`src/rtl/twd_pkg.sv`:
```
// Package: shared sizes and the source encoding for the threshold watchdog.
// Assumes the filter never exceeds third order and a ratio of 32.
package twd_pkg;
    localparam int ORD_MAX   = 3;
    localparam int RATIO_MAX = 32;
    localparam int ORD_W     = 2;
    localparam int RDIV_W    = $clog2(RATIO_MAX);
    // Worst case gain RATIO_MAX**ORD_MAX needs this many signed bits.
    localparam int FILT_W    = ORD_MAX * RDIV_W + 2;

    typedef enum logic {
        SRC_RESULT = 1'b0,
        SRC_SERIAL = 1'b1
    } wd_src_e;
endpackage

```
`src/rtl/twd_sinc.sv`:
```
// Module: twd_sinc
// Sinc (CIC) decimator for one serial bit stream, order 1..NST, ratio
// 1..2**RW. Bits map to +1/-1. The integrators and combs wrap modulo
// 2**W. This is exact because W holds the largest gain.
// Assumes NST = 3, so a 2-bit order field indexes the stages safely.
module twd_sinc
    import twd_pkg::*;
#(
    parameter int W   = FILT_W,
    parameter int NST = ORD_MAX,
    parameter int RW  = RDIV_W
) (
    input  logic                clk,
    input  logic                rst_n,
    input  logic                in_tick,
    input  logic                in_bit,
    input  logic [ORD_W-1:0]    ord,
    input  logic [RW-1:0]       rdiv,
    output logic                out_valid,
    output logic signed [W-1:0] out_data
);
    logic signed [W-1:0] integ_q [NST];
    logic signed [W-1:0] dly_q   [NST];
    logic signed [W-1:0] cmb     [NST];
    logic signed [W-1:0] x_pm;
    logic signed [W-1:0] c_in;
    logic [RW-1:0]       cnt_q;
    logic [ORD_W-1:0]    ord_idx;
    logic                dec_hit;

    // Map the serial bit to +1 / -1.
    assign x_pm = {{(W-1){~in_bit}}, 1'b1};

    // Stage index from the order field, 0 acting as first order.
    always_comb begin
        if (ord == '0) ord_idx = '0;
        else           ord_idx = ord - 1'b1;
    end

    assign dec_hit = in_tick && (cnt_q == rdiv);
    assign c_in    = integ_q[ord_idx];

    // Decimation phase counter over input ticks.
    always_ff @(posedge clk) begin
        if (!rst_n)       cnt_q <= '0;
        else if (dec_hit) cnt_q <= '0;
        else if (in_tick) cnt_q <= cnt_q + 1'b1;
    end

    // Integrator cascade running at the input rate.
    for (genvar k = 0; k < NST; k++) begin : g_int
        logic signed [W-1:0] stage_in;
        if (k == 0) begin : g_first
            assign stage_in = x_pm;
        end else begin : g_next
            assign stage_in = integ_q[k-1];
        end
        // Accumulate this stage on every input tick.
        always_ff @(posedge clk) begin
            if (!rst_n)       integ_q[k] <= '0;
            else if (in_tick) integ_q[k] <= integ_q[k] + stage_in;
        end
    end

    // Comb cascade evaluated at the decimated rate.
    always_comb begin
        cmb[0] = c_in - dly_q[0];
        for (int k = 1; k < NST; k++) cmb[k] = cmb[k-1] - dly_q[k];
    end

    for (genvar k = 0; k < NST; k++) begin : g_cmb
        logic signed [W-1:0] comb_in;
        if (k == 0) begin : g_first
            assign comb_in = c_in;
        end else begin : g_next
            assign comb_in = cmb[k-1];
        end
        // Store the comb delay on each decimated output.
        always_ff @(posedge clk) begin
            if (!rst_n)       dly_q[k] <= '0;
            else if (dec_hit) dly_q[k] <= comb_in;
        end
    end

    // Register the selected comb output and its strobe.
    always_ff @(posedge clk) begin
        if (!rst_n) begin
            out_valid <= 1'b0;
            out_data  <= '0;
        end else begin
            out_valid <= dec_hit;
            if (dec_hit) out_data <= cmb[ord_idx];
        end
    end
endmodule

```
`src/rtl/twd_limit.sv`:
```
// Module: twd_limit
// Signed window compare with sticky per-direction flags and a one-cycle
// break pulse. A new violation outranks a same-cycle clear strobe.
module twd_limit #(
    parameter int DW = 24
) (
    input  logic                 clk,
    input  logic                 rst_n,
    input  logic                 smp_valid,
    input  logic signed [DW-1:0] smp,
    input  logic signed [DW-1:0] thr_lo,
    input  logic signed [DW-1:0] thr_hi,
    input  logic                 clr_lo,
    input  logic                 clr_hi,
    output logic                 evt_lo,
    output logic                 evt_hi,
    output logic                 brk
);
    logic below, above;

    // Strict compare of the presented sample against both limits.
    always_comb begin
        below = smp_valid && (smp < thr_lo);
        above = smp_valid && (smp > thr_hi);
    end

    // Sticky flags with write-one-to-clear and the break pulse.
    always_ff @(posedge clk) begin
        if (!rst_n) begin
            evt_lo <= 1'b0;
            evt_hi <= 1'b0;
            brk    <= 1'b0;
        end else begin
            evt_lo <= below | (evt_lo & ~clr_lo);
            evt_hi <= above | (evt_hi & ~clr_hi);
            brk    <= below | above;
        end
    end
endmodule

```
`src/rtl/twd_extremes.sv`:
```
// Module: twd_extremes
// Running signed minimum and maximum of the final results. A refresh loads
// the sentinels, or the coincident sample if there is one.
module twd_extremes #(
    parameter int DW = 24
) (
    input  logic                 clk,
    input  logic                 rst_n,
    input  logic                 smp_valid,
    input  logic signed [DW-1:0] smp,
    input  logic                 refresh,
    output logic signed [DW-1:0] min_q,
    output logic signed [DW-1:0] max_q
);
    localparam logic signed [DW-1:0] MOST_POS = {1'b0, {(DW-1){1'b1}}};
    localparam logic signed [DW-1:0] MOST_NEG = {1'b1, {(DW-1){1'b0}}};

    // Track or reload the extremes.
    always_ff @(posedge clk) begin
        if (!rst_n) begin
            min_q <= MOST_POS;
            max_q <= MOST_NEG;
        end else if (refresh) begin
            min_q <= smp_valid ? smp : MOST_POS;
            max_q <= smp_valid ? smp : MOST_NEG;
        end else if (smp_valid) begin
            if (smp < min_q) min_q <= smp;
            if (smp > max_q) max_q <= smp;
        end
    end
endmodule

```
`src/rtl/thresh_wdog.sv`:
```
// Module: thresh_wdog (top)
// Threshold watchdog over either the final results or a Sinc-filtered
// serial channel, plus a min/max capture of the final results.
// Assumes DATA_W is wider than the filter word, so the filter sign-extends.
module thresh_wdog
    import twd_pkg::*;
#(
    parameter int DATA_W = 24,
    parameter int NCH    = 8,
    localparam int CH_W  = $clog2(NCH)
) (
    input  logic                     clk,
    input  logic                     rst_n,
    input  logic                     res_valid,
    input  logic signed [DATA_W-1:0] res_data,
    input  logic                     ser_tick,
    input  logic [NCH-1:0]           ser_bits,
    input  logic [CH_W-1:0]          chan_sel,
    input  logic                     src_sel,
    input  logic [ORD_W-1:0]         flt_ord,
    input  logic [RDIV_W-1:0]        flt_rdiv,
    input  logic signed [DATA_W-1:0] thr_lo,
    input  logic signed [DATA_W-1:0] thr_hi,
    input  logic                     clr_lo,
    input  logic                     clr_hi,
    input  logic                     ext_clr,
    output logic                     evt_lo,
    output logic                     evt_hi,
    output logic                     brk_out,
    output logic signed [DATA_W-1:0] ext_min,
    output logic signed [DATA_W-1:0] ext_max
);
    wd_src_e                    src;
    logic                       sel_bit;
    logic                       flt_valid;
    logic signed [FILT_W-1:0]   flt_data;
    logic signed [DATA_W-1:0]   flt_ext;
    logic                       wd_valid;
    logic signed [DATA_W-1:0]   wd_data;

    assign src     = wd_src_e'(src_sel);
    assign sel_bit = ser_bits[chan_sel];
    assign flt_ext = {{(DATA_W-FILT_W){flt_data[FILT_W-1]}}, flt_data};

    twd_sinc #(.W(FILT_W), .NST(ORD_MAX), .RW(RDIV_W)) u_sinc (
        .clk       (clk),
        .rst_n     (rst_n),
        .in_tick   (ser_tick),
        .in_bit    (sel_bit),
        .ord       (flt_ord),
        .rdiv      (flt_rdiv),
        .out_valid (flt_valid),
        .out_data  (flt_data)
    );

    // Route the selected source to the comparator.
    always_comb begin
        if (src == SRC_SERIAL) begin
            wd_valid = flt_valid;
            wd_data  = flt_ext;
        end else begin
            wd_valid = res_valid;
            wd_data  = res_data;
        end
    end

    twd_limit #(.DW(DATA_W)) u_limit (
        .clk       (clk),
        .rst_n     (rst_n),
        .smp_valid (wd_valid),
        .smp       (wd_data),
        .thr_lo    (thr_lo),
        .thr_hi    (thr_hi),
        .clr_lo    (clr_lo),
        .clr_hi    (clr_hi),
        .evt_lo    (evt_lo),
        .evt_hi    (evt_hi),
        .brk       (brk_out)
    );

    twd_extremes #(.DW(DATA_W)) u_ext (
        .clk       (clk),
        .rst_n     (rst_n),
        .smp_valid (res_valid),
        .smp       (res_data),
        .refresh   (ext_clr),
        .min_q     (ext_min),
        .max_q     (ext_max)
    );
endmodule

```
`config.mk`:
```
export PLATFORM = sky130hd
export DESIGN_NAME = thresh_wdog
export DESIGN_NICKNAME = d
export VERILOG_FILES = /design/src/rtl/twd_pkg.sv /design/src/rtl/twd_sinc.sv /design/src/rtl/twd_limit.sv /design/src/rtl/twd_extremes.sv /design/src/rtl/thresh_wdog.sv
export SDC_FILE = /design/constraint.sdc
export NUM_CORES = 1
export LEC_CHECK = 0
export BUFFER_PORTS_ARGS = -buffer_cell sky130_fd_sc_hd__buf_4
export CAP_MARGIN = 20
export CORE_MARGIN = 4
export CORE_UTILIZATION = 55
export DETAILED_ROUTE_END_ITERATION = 10
export PLACE_DENSITY = 0.83
export SYNTH_ARGS = -nofsm -noshare
export SYNTH_HDL_FRONTEND = slang
export SYNTH_SLANG_ARGS = --single-unit
export TNS_END_PERCENT = 5
```
`constraint.sdc`:
```
create_clock -name clk -period 7 [get_ports clk]
set_input_delay 1.05 -clock clk [delete_from_list [all_inputs] [get_ports clk]]
set_output_delay 1.05 -clock clk [all_outputs]
set_load 0.02 [all_outputs]
```
# [Word-level counts from Yosys, hierarchy flattened]
# Memory sizes are Yosys's and may differ from the RTL's.
# Cells that the tools add are included.
[op_classes] addsub=8 n_mul=0 div=0 magnitude_cmp=6 n_eq_ne=1 shift=0 muxes=29 n_bitwise=16 n_reduce_logical=10
[op_table] cell="two-way mux 24 bit" n=9
[op_table] cell="two-way mux 17 bit" n=8
[op_table] cell="subtractor 17 bit" n=3
[op_table] cell="> comparator 24 bit" n=2
[op_table] cell="less-than comparator 24 bit" n=2
[op_table] cell="adder 17 bit" n=2
[op_table] cell="binary-select mux 17 bit (select 2 bit)" n=1
[op_table] cell="adder 17 x 2 -> 17 bit" n=1
[op_table] cell="two-way mux 1 bit" n=9
[op_table] cell="bitwise OR 1 bit" n=9
[op_table] cell="nonzero test 2 bit" n=3
[op_table] cell="adder 5 x 1 -> 5 bit (second input constant)" n=1
[op_table] cell="equality test 5 bit" n=1
[op_table] cell="less-than comparator 3 x 4 -> 1 bit (second input constant)" n=1
[op_table] cell="NOT 1 bit" n=4
[op_table] cell="AND reduction 2 bit" n=2
[op_table] cell="binary-select mux 1 bit (select 3 bit)" n=1
[op_table] cell="greater-or-equal comparator 3 bit (second input constant)" n=1
[op_table] cell="logical AND 1 bit" n=3
[op_table] cell="NOT 2 -> 3 bit" n=1
[op_table] cell="AND 1 bit" n=2
[op_table] cell="zero test 2 bit" n=1
[op_table] cell="two-way mux 2 bit" n=1
[op_table] cell="OR reduction 2 bit" n=1
[op_table] cell="subtractor 2 x 1 -> 2 bit (second input constant)" n=1
[totals] reg_bits=74 latch_bits=0 mem_bits_rw=102 romBits=0 output_inout_bits=51 n_memories=2
[mem_list] memory="u_sinc.dly_q" words=3 word_bits=17 rd=3 rd_ports_with_merged_regs=0 write_ports=3 line_no="twd_sinc.sv:23" text="logic signed [W-1:0] dly_q [NST];"
[mem_list] memory="u_sinc.integ_q" words=3 word_bits=17 rd=4 rd_ports_with_merged_regs=0 write_ports=3 line_no="twd_sinc.sv:22" text="logic signed [W-1:0] integ_q [NST];"

# [Logic depth before layout (Yosys ltp)]
# Gate-level depths: netlist (run 1).
# An unclocked memory read counts as a cell.
[depth] depth_word=9 depth_mapped=31 depth_no_buf=29

# [By module]
# Synthesis (run 1) repeated with hierarchy kept, for this count alone.
[unflattened] hier_cells=1548 area_unflattened_um2=13924.6
[by_module_without_submodules] mod="twd_sinc" instances=1 cells_each=1029 area_each_um2=9494.1
[by_module_without_submodules] mod="twd_extremes" instances=1 cells_each=294 area_each_um2=2773.9
[by_module_without_submodules] mod="twd_limit" instances=1 cells_each=185 area_each_um2=1312.5
[by_module_without_submodules] mod="thresh_wdog" instances=1 cells_each=40 area_each_um2=344.1

# [Worst setup path after synthesis (run 1)]
# No wires, ideal clock.
[synth_path] path_kind="input -> register" from="input port flt_ord[0]" to="register u_sinc.out_data[16]" setup_time_ns=0.122 arrival_ns=6.811 t_required_ns=6.878 path_slack_ns=0.067 cell_stages=29 n_path_buf=2 path_cell_list="buf_1 > buf_1 > mux2i_1 > nor2_1 > a21oi_1 > ha_1 > inv_1 > fa_1 > a211oi_1 > o21a_1 > xnor2_1 > ha_1 > o21ai_0 > nand2b_1 > a21boi_0 > a21o_1 > a21oi_1 > xor2_1 > inv_1 > ha_1 > a21o_1 > a21o_1 > a211oi_1 > nand3_1 > a41oi_1 > mux2i_1 > xnor2_1 > and4_1 > a221o_1"
[synth_rtl] element="from (decl)" line_no="thresh_wdog.sv:20" text="input logic [ORD_W-1:0] flt_ord,"
[synth_rtl] element="to (signal assigned)" line_no="twd_sinc.sv:92" text="if (dec_hit) out_data <= cmb[ord_idx];"
[synth_rtl] element="to (decl)" line_no="twd_sinc.sv:20" text="output logic signed [W-1:0] out_data"

==> results of run 1 <==
cell type report:
class | count | area (um^2) | share of cell area (%)
tap | 324 | 405 | 2.56
multi-input combinational | 1108 | 8370 | 52.8
clock buffer | 17 | 425 | 2.68
sequential | 176 | 4540 | 28.7
clock inverter | 15 | 145 | 0.915
inverter | 189 | 709 | 4.47
timing repair buffer | 167 | 1260 | 7.93
path summary, 6_finish.rpt:
kind / from / endpoint / depth (start not counted)
setup / recovery: flt_ord[0] / u_sinc.out_data[16] / 28
hold / removal: u_sinc.out_data[6] / u_sinc.out_data[6] / 2
setup reg to reg: u_sinc.integ_q[0][1] / u_sinc.out_data[16] / 27
hold reg to reg: u_sinc.out_data[6] / u_sinc.out_data[6] / 2
logic make-up after synthesis:
group | synth area share [%]
compound gates | 20.1
flops | 32.9
xor+xnor | 5.26
fa+ha+maj | 18.1
simple gates | 13.8
mux | 3.31
buf+inv | 6.54
flip-flops by register name (all words and copies together), names as in the netlist:
name,count
u_sinc.integ_q,51
u_limit.evt_lo,1
u_sinc.dly_q,51
u_ext.min_q,24
u_ext.max_q,24
u_sinc.out_data,17
u_sinc.out_valid,1
u_limit.brk,1
u_limit.evt_hi,1
u_sinc.cnt_q,5
worst reg2reg max path, cell delays in order (launching register included):
cell and delay, ns:
edfxtp_1 0.50, nor2_1 0.09, a21oi_1 0.26, ha_1 0.29, nor2b_1 0.13, o21a_1 0.17
o21ai_0 0.22, nand2b_1 0.08, a21oi_1 0.17, xnor2_1 0.20, ha_1 0.33, o21ai_0 0.16
nand2b_1 0.12, a21boi_0 0.16, a21o_1 0.20, a21oi_1 0.16, xor2_1 0.22, inv_1 0.07
ha_1 0.35, a21o_1 0.23, a21o_1 0.18, a211oi_1 0.30, nand3_1 0.16, a41oi_1 0.26
mux2i_1 0.24, xnor2_1 0.10, and4_1 0.20, a221o_1 0.25
cell usage after synthesis, types with 20 or more instances:
cell / instances
nand3_1: 20
nor3_1: 30
xor2_1: 43
clkbuf_1: 28
o22a_1: 23
ha_1: 190
a211oi_1: 20
a21oi_1: 93
nor2b_1: 26
dfxtp_1: 74
nor2_1: 123
mux2i_1: 22
nand2_1: 68
o21a_1: 23
a21o_1: 53
o21ai_0: 75
a32o_1: 24
and2_1: 25
xnor2_1: 40
and3_1: 26
inv_1: 188
edfxtp_1: 102
per-stage QoR:
step	instance area [um^2]	utilization [%]	power (mW)
final	15900	64.6	4.21
after global routing	15900	64.6	4.51
after CTS	15800	64.6	4.19
after detailed placement	15300	62.3	3.24
after global placement	15300	62.3	3.19
after floorplan	13800	-	2.77
metal layers:
metal / share of wire [%] / wire length, um
met4: 2.1 / 752
met5: 0 / 0
met2: 49 / 17300
met1: 43 / 15200
met3: 5.7 / 2010
power breakdown:
group / total (mW) / switching (mW) / internal [mW]
clock: 0.947 / 0.473 / 0.474
sequential: 1.24 / 0.0626 / 1.18
combinational: 2.02 / 1.14 / 0.880
total: 4.21 / 1.67 / 2.53
==> impl_metrics.json, run 1 <==
{
  "clk_latency_ns": 0.44,
  "start_kind": "input pin",
  "io_buffers": 148,
  "io_pins": 149,
  "grt_use_met3_pct": 3.58,
  "fin_cells": 1996,
  "numCtsBuffers": 17,
  "syn_avg_cell_area_um2": 9.12,
  "use_met1_pct": 32.3,
  "fp.dieH_um": 166,
  "max_slew_margin_pct": 29.7,
  "synth_top_area_share_pct": 22.2,
  "layout_common_cells": "190 x ha_1, 187 x inv_1, 166 x buf_4",
  "max-vdd-ir-drop_mv": 0.196,
  "routed_wl_um": 35300,
  "leakagePower_nw": 7.64,
  "min_path_type": "reg2reg",
  "layout-drive-gt1-share_pct": 14.2,
  "fmax_ghz": 0.159,
  "nFillCells": 2001,
  "cts_setup_buffers": 0,
  "ys_seq_elements": 176,
  "dr.pass1.iters": 5,
  "clock-sinks": 176,
  "postRouteAntennaNets": 0,
  "gr-total-overflow": 0,
  "post_cts_resized": 0,
  "holdWs_ns": 0.470,
  "status": "complete, no violations",
  "drtIter0Drc": 764,
  "via_per_inst": 5.89,
  "dp.cells": 1963,
  "h-tree-depth": 4,
  "grt_max_degree": 49,
  "max_stage_delay_ns": 0.35,
  "wl_per_cell_um": 17.7,
  "timing.final.ws_setup_ns": 0.708,
  "ys_async_sr_fraction_pct": 0,
  "drv_slew": 0,
  "final.min_clock_period_ns": 6.29,
  "rrSetupSlack_ns": 1.10,
  "finalNetCount": 1953,
  "top_usage_layer": "met2",
  "final_common_cell": "ha_1",
  "grt_pass1_vias": 11500,
  "syn_area_mm2": 0.0138,
  "cp_slowest_cell": "ha_1",
  "rsz0062_at_grt": "false",
  "drc": 0,
  "dieArea_mm2": 0.0277,
  "cap_violations": 0,
  "start_util_pct": 56.3,
  "clk_pin_slew_ns": 0.07,
  "worst_pin_slew_ns": 1.05,
  "grt_pass1_wl_um": 57300,
  "cp_max_fo": 13,
  "path_delay_family": "compound AO/OA/AOI/OAI gates",
  "synth_cell_types": 75,
  "coreArea_mm2": 0.0245,
  "vias": 11800,
  "die_x_um": 166,
  "dp_slack_ns": 0.286,
  "worst_ep_arrival_time_ns": 6.62,
  "antenna_cells": 0,
  "cts-root-buf": "clkbuf_16",
  "hold_viol_final": 0,
  "timing.final.crit_share_pct": 89.9,
  "grt_use_met2_pct": 43.4,
  "finalWeightedCongestion": 0.923,
  "grtUsageTotal_pct": 24.9,
  "synthTopCellsByArea": "edfxtp_1 22%, ha_1 17%, dfxtp_1 11%",
  "synth_top_area_cell": "edfxtp_1",
  "synth_warnings": 0,
  "cts_hold_buf": 0,
  "synth_fp_nets": 1808,
  "required_ns": 7.33,
  "synthFlopType": "edfxtp_1",
  "setup_viol": 0,
  "end_kind": "flop",
  "syn_inst": 1514,
  "finalSetupTns_ns": 0,
  "crit_buf_inv": 2,
  "ys_seq_area_share_pct": 32.9,
  "rows": 57,
  "synth_edf_count": 102,
  "clockBufferDepth": 2,
  "clock_skew_ns": 0.0138,
  "power_density_mw_per_mm2": 265,
  "antenna_found_initial": 0,
  "hpwl_um": 27100,
  "synthToLayoutAreaGrowth_pct": 14.8,
  "cts_tree": "yes",
  "critPathKind": "in2reg"
}
(Power assumes the default switching activity.)
==> inputs of run 2 (changes only) <==
--- a/config.mk
+++ b/config.mk
@@ -5,6 +5,7 @@
 export SDC_FILE = /design/constraint.sdc
 export NUM_CORES = 1
 export LEC_CHECK = 0
+export ABC_AREA = 1
 export BUFFER_PORTS_ARGS = -buffer_cell sky130_fd_sc_hd__buf_4
 export CAP_MARGIN = 20
 export CORE_MARGIN = 4
==> run 2 against run 1 <==
Net effect: synthesized cell count increased by 23%; flip-flop and latch count did not move; sequential share of layout area is 0.54 points lower; sequential power hardly changed; clock power is 4.8% higher; critical path type unchanged; critical endpoint is now u_sinc.out_data[14]; largest power group unchanged.
==> impl_metrics.json, run 2 <==
{
  "status": "complete, no violations",
  "grt_pass1_vias": 13200,
  "h-tree-depth": 4,
  "drc": 0,
  "postRouteAntennaNets": 0,
  "vias": 13300,
  "hpwl_um": 28800,
  "wl_per_cell_um": 16.3,
  "finalSetupTns_ns": 0,
  "dieArea_mm2": 0.0284,
  "layout-drive-gt1-share_pct": 12.7,
  "synth_warnings": 0,
  "grtUsageTotal_pct": 26.4,
  "comb_power_share_pct": 46.5,
  "ys_async_sr_fraction_pct": 0,
  "final_common_cell": "nand2_1",
  "drv_slew": 0,
  "switching_share_pct": 42.7,
  "required_ns": 7.33,
  "ys_seq_elements": 176,
  "clk_latency_ns": 0.46,
  "synthFlopType": "edfxtp_1",
  "final.min_clock_period_ns": 5.84,
  "dr.pass1.iters": 8,
  "synth_cell_types": 60,
  "max_stage_delay_ns": 0.48,
  "worst_ep_arrival_time_ns": 6.18,
  "end_kind": "flop",
  "routed_wl_um": 38200,
  "clk_pin_slew_ns": 0.07,
  "power_density_mw_per_mm2": 258,
  "synth_top_area_cell": "edfxtp_1",
  "rsz0062_at_grt": "false",
  "antenna_cells": 0,
  "p_switching_mw": 1.78,
  "coreArea_mm2": 0.0253,
  "max_slew_margin_pct": 49.8,
  "cts_hold_buf": 0,
  "numCtsBuffers": 17,
  "drtIter0Drc": 1021,
  "clkPwrFrac_pct": 23.7,
  "fp.dieH_um": 168,
  "finalWeightedCongestion": 0.921,
  "clock-sinks": 176,
  "synth_most_common_cell": "nand2_1",
  "grt_max_degree": 58,
  "finalNetCount": 2291,
  "clockBufferDepth": 2,
  "worst_pin_slew_ns": 0.752,
  "timing.final.crit_share_pct": 83.5,
  "synth_fp_nets": 2157,
  "fin_util_pct": 64.0,
  "syn_inst": 1863,
  "ys_seq_area_share_pct": 32.1,
  "fmax_ghz": 0.171,
  "setup_viol": 0,
  "internal_power_mw": 2.39,
  "start_kind": "input pin",
  "antenna_found_initial": 0,
  "p_seq_share_pct": 29.7,
  "cts_setup_buffers": 0,
  "via_per_inst": 5.68,
  "syn_area_mm2": 0.0141,
  "synth_edf_count": 102,
  "cts_tree": "yes",
  "max-vdd-ir-drop_mv": 0.178,
  "cp_slowest_cell": "clkinv_1",
  "synthToLayoutAreaGrowth_pct": 14.2,
  "start_util_pct": 56.0,
  "rows": 58,
  "hold_viol_final": 0,
  "cp_max_fo": 18,
  "post_cts_resized": 0,
  "synthTopCellsByArea": "edfxtp_1 22%, ha_1 17%, dfxtp_1 10%",
  "die_x_um": 168,
  "syn_avg_cell_area_um2": 7.60,
  "cts-root-buf": "clkbuf_16",
  "cap_violations": 0,
  "grt_pass1_wl_um": 61700,
  "io_pins": 149,
  "critPathKind": "in2reg",
  "crit_buf_inv": 4,
  "min_path_type": "reg2reg",
  "top_regs": "u_sinc.dly_q (51), u_sinc.integ_q (51)",
  "cpMostUsedCell": "nand2_1",
  "yosys-top-cells-count": "315 x nand2_1, 295 x inv_1, 210 x a21oi_1, 190 x ha_1, 141 x nor2_1",
  "leakagePower_nw": 8.06,
  "layout_common_cells": "315 x nand2_1, 295 x inv_1, 210 x a21oi_1",
  "gr-total-overflow": 0,
  "io_buffers": 148,
  "path_delay_family": "simple AND/OR/NAND/NOR gates",
  "synth_top_area_share_pct": 21.6,
  "clock_skew_ns": 0.0231
}
run 2: cell types whose count changed after synthesis, sizes merged, moves of 42 or more:
cell   previous run  this run
o21ai            78       131
a21o             53        11
a21oi            93       215
nand2            68       328
nand3            20       121
inv             188       303
run 2: kinds of logic (layout without fill, tap and decap cells):
family | after synthesis | count (layout) | synth area share [%]
buffers and inverters | 351 | 498 | 9.74
AOI/OAI and AO/OA | 420 | 420 | 16.7
muxes | 6 | 6 | 0.469
DFF | 176 | 176 | 32.1
and+or+nand+nor | 678 | 678 | 20.9
adders and majority gates | 196 | 196 | 17.6
xor gates and xnor gates | 36 | 36 | 2.39
run 2: cell type report:
class	count	area [um^2]
Sequential cell	176	4540
Clock inverter	15	184
Clock buffer	17	425
Fill cell	2146	9090
Tap cell	330	413
Multi-Input combinational cell	1336	8230
Inverter	306	1150
Timing Repair Buffer	160	1220
run 2: layer usage:
metal / vias to the layer above / global-route usage [%] / share of wire [%]
li1: 6568 / - / -
met1: 6172 / 31.9 / 41
met2: 458 / 46.2 / 49
met3: 101 / 5.19 / 6.6
met4: 0 / 10.2 / 3.2
met5: - / 0 / 0
run 2: worst reg2reg max path: cells and delay by family (launching register included):
family	cells	cell delay [ns]
adders and majority gates	4	1.25
and+or+nand+nor	12	1.10
DFF	1	0.45
AOI/OAI and AO/OA	8	1.51
buffers and inverters	2	0.14
xor gates and xnor gates	2	0.44
run 2: power by group through the flow:
stage | sequential (mW) | clock (mW) | combinational, mW
final | 1.24 | 0.992 | 1.94
after global routing | 1.25 | 1.04 | 2.19
after CTS | 1.24 | 0.999 | 1.92
after global placement | 1.26 | 0 | 1.84
after floorplan | 1.27 | 0 | 1.42
after detailed placement | 1.26 | 0 | 1.89
run 2: worst paths after layout:
| kind | from | cells after the start | slack [ns] | endpoint |
|---|---|---|---|---|
| min | u_sinc.out_data[8] | 2 | 0.46 | u_sinc.out_data[8] |
| max | flt_ord[1] | 29 | 1.16 | u_sinc.out_data[14] |
| min reg2reg | u_sinc.out_data[8] | 2 | 0.46 | u_sinc.out_data[8] |
| max reg2reg | u_sinc.integ_q[1][0] | 28 | 2.00 | u_sinc.out_data[14] |
run 2: stage by stage:
stage	cells	hold slack [ns]	power [mW]	cell area (um^2)	setup slack, ns
floorplan	1863	0.420	2.69	14100	1.25
global placement	2307	0.446	3.10	15500	0.882
detailed placement	2307	0.449	3.15	15500	0.766
CTS	2339	0.460	4.16	16100	1.21
global route	2340	0.475	4.47	16200	0.626
finish	2340	0.455	4.18	16200	1.16
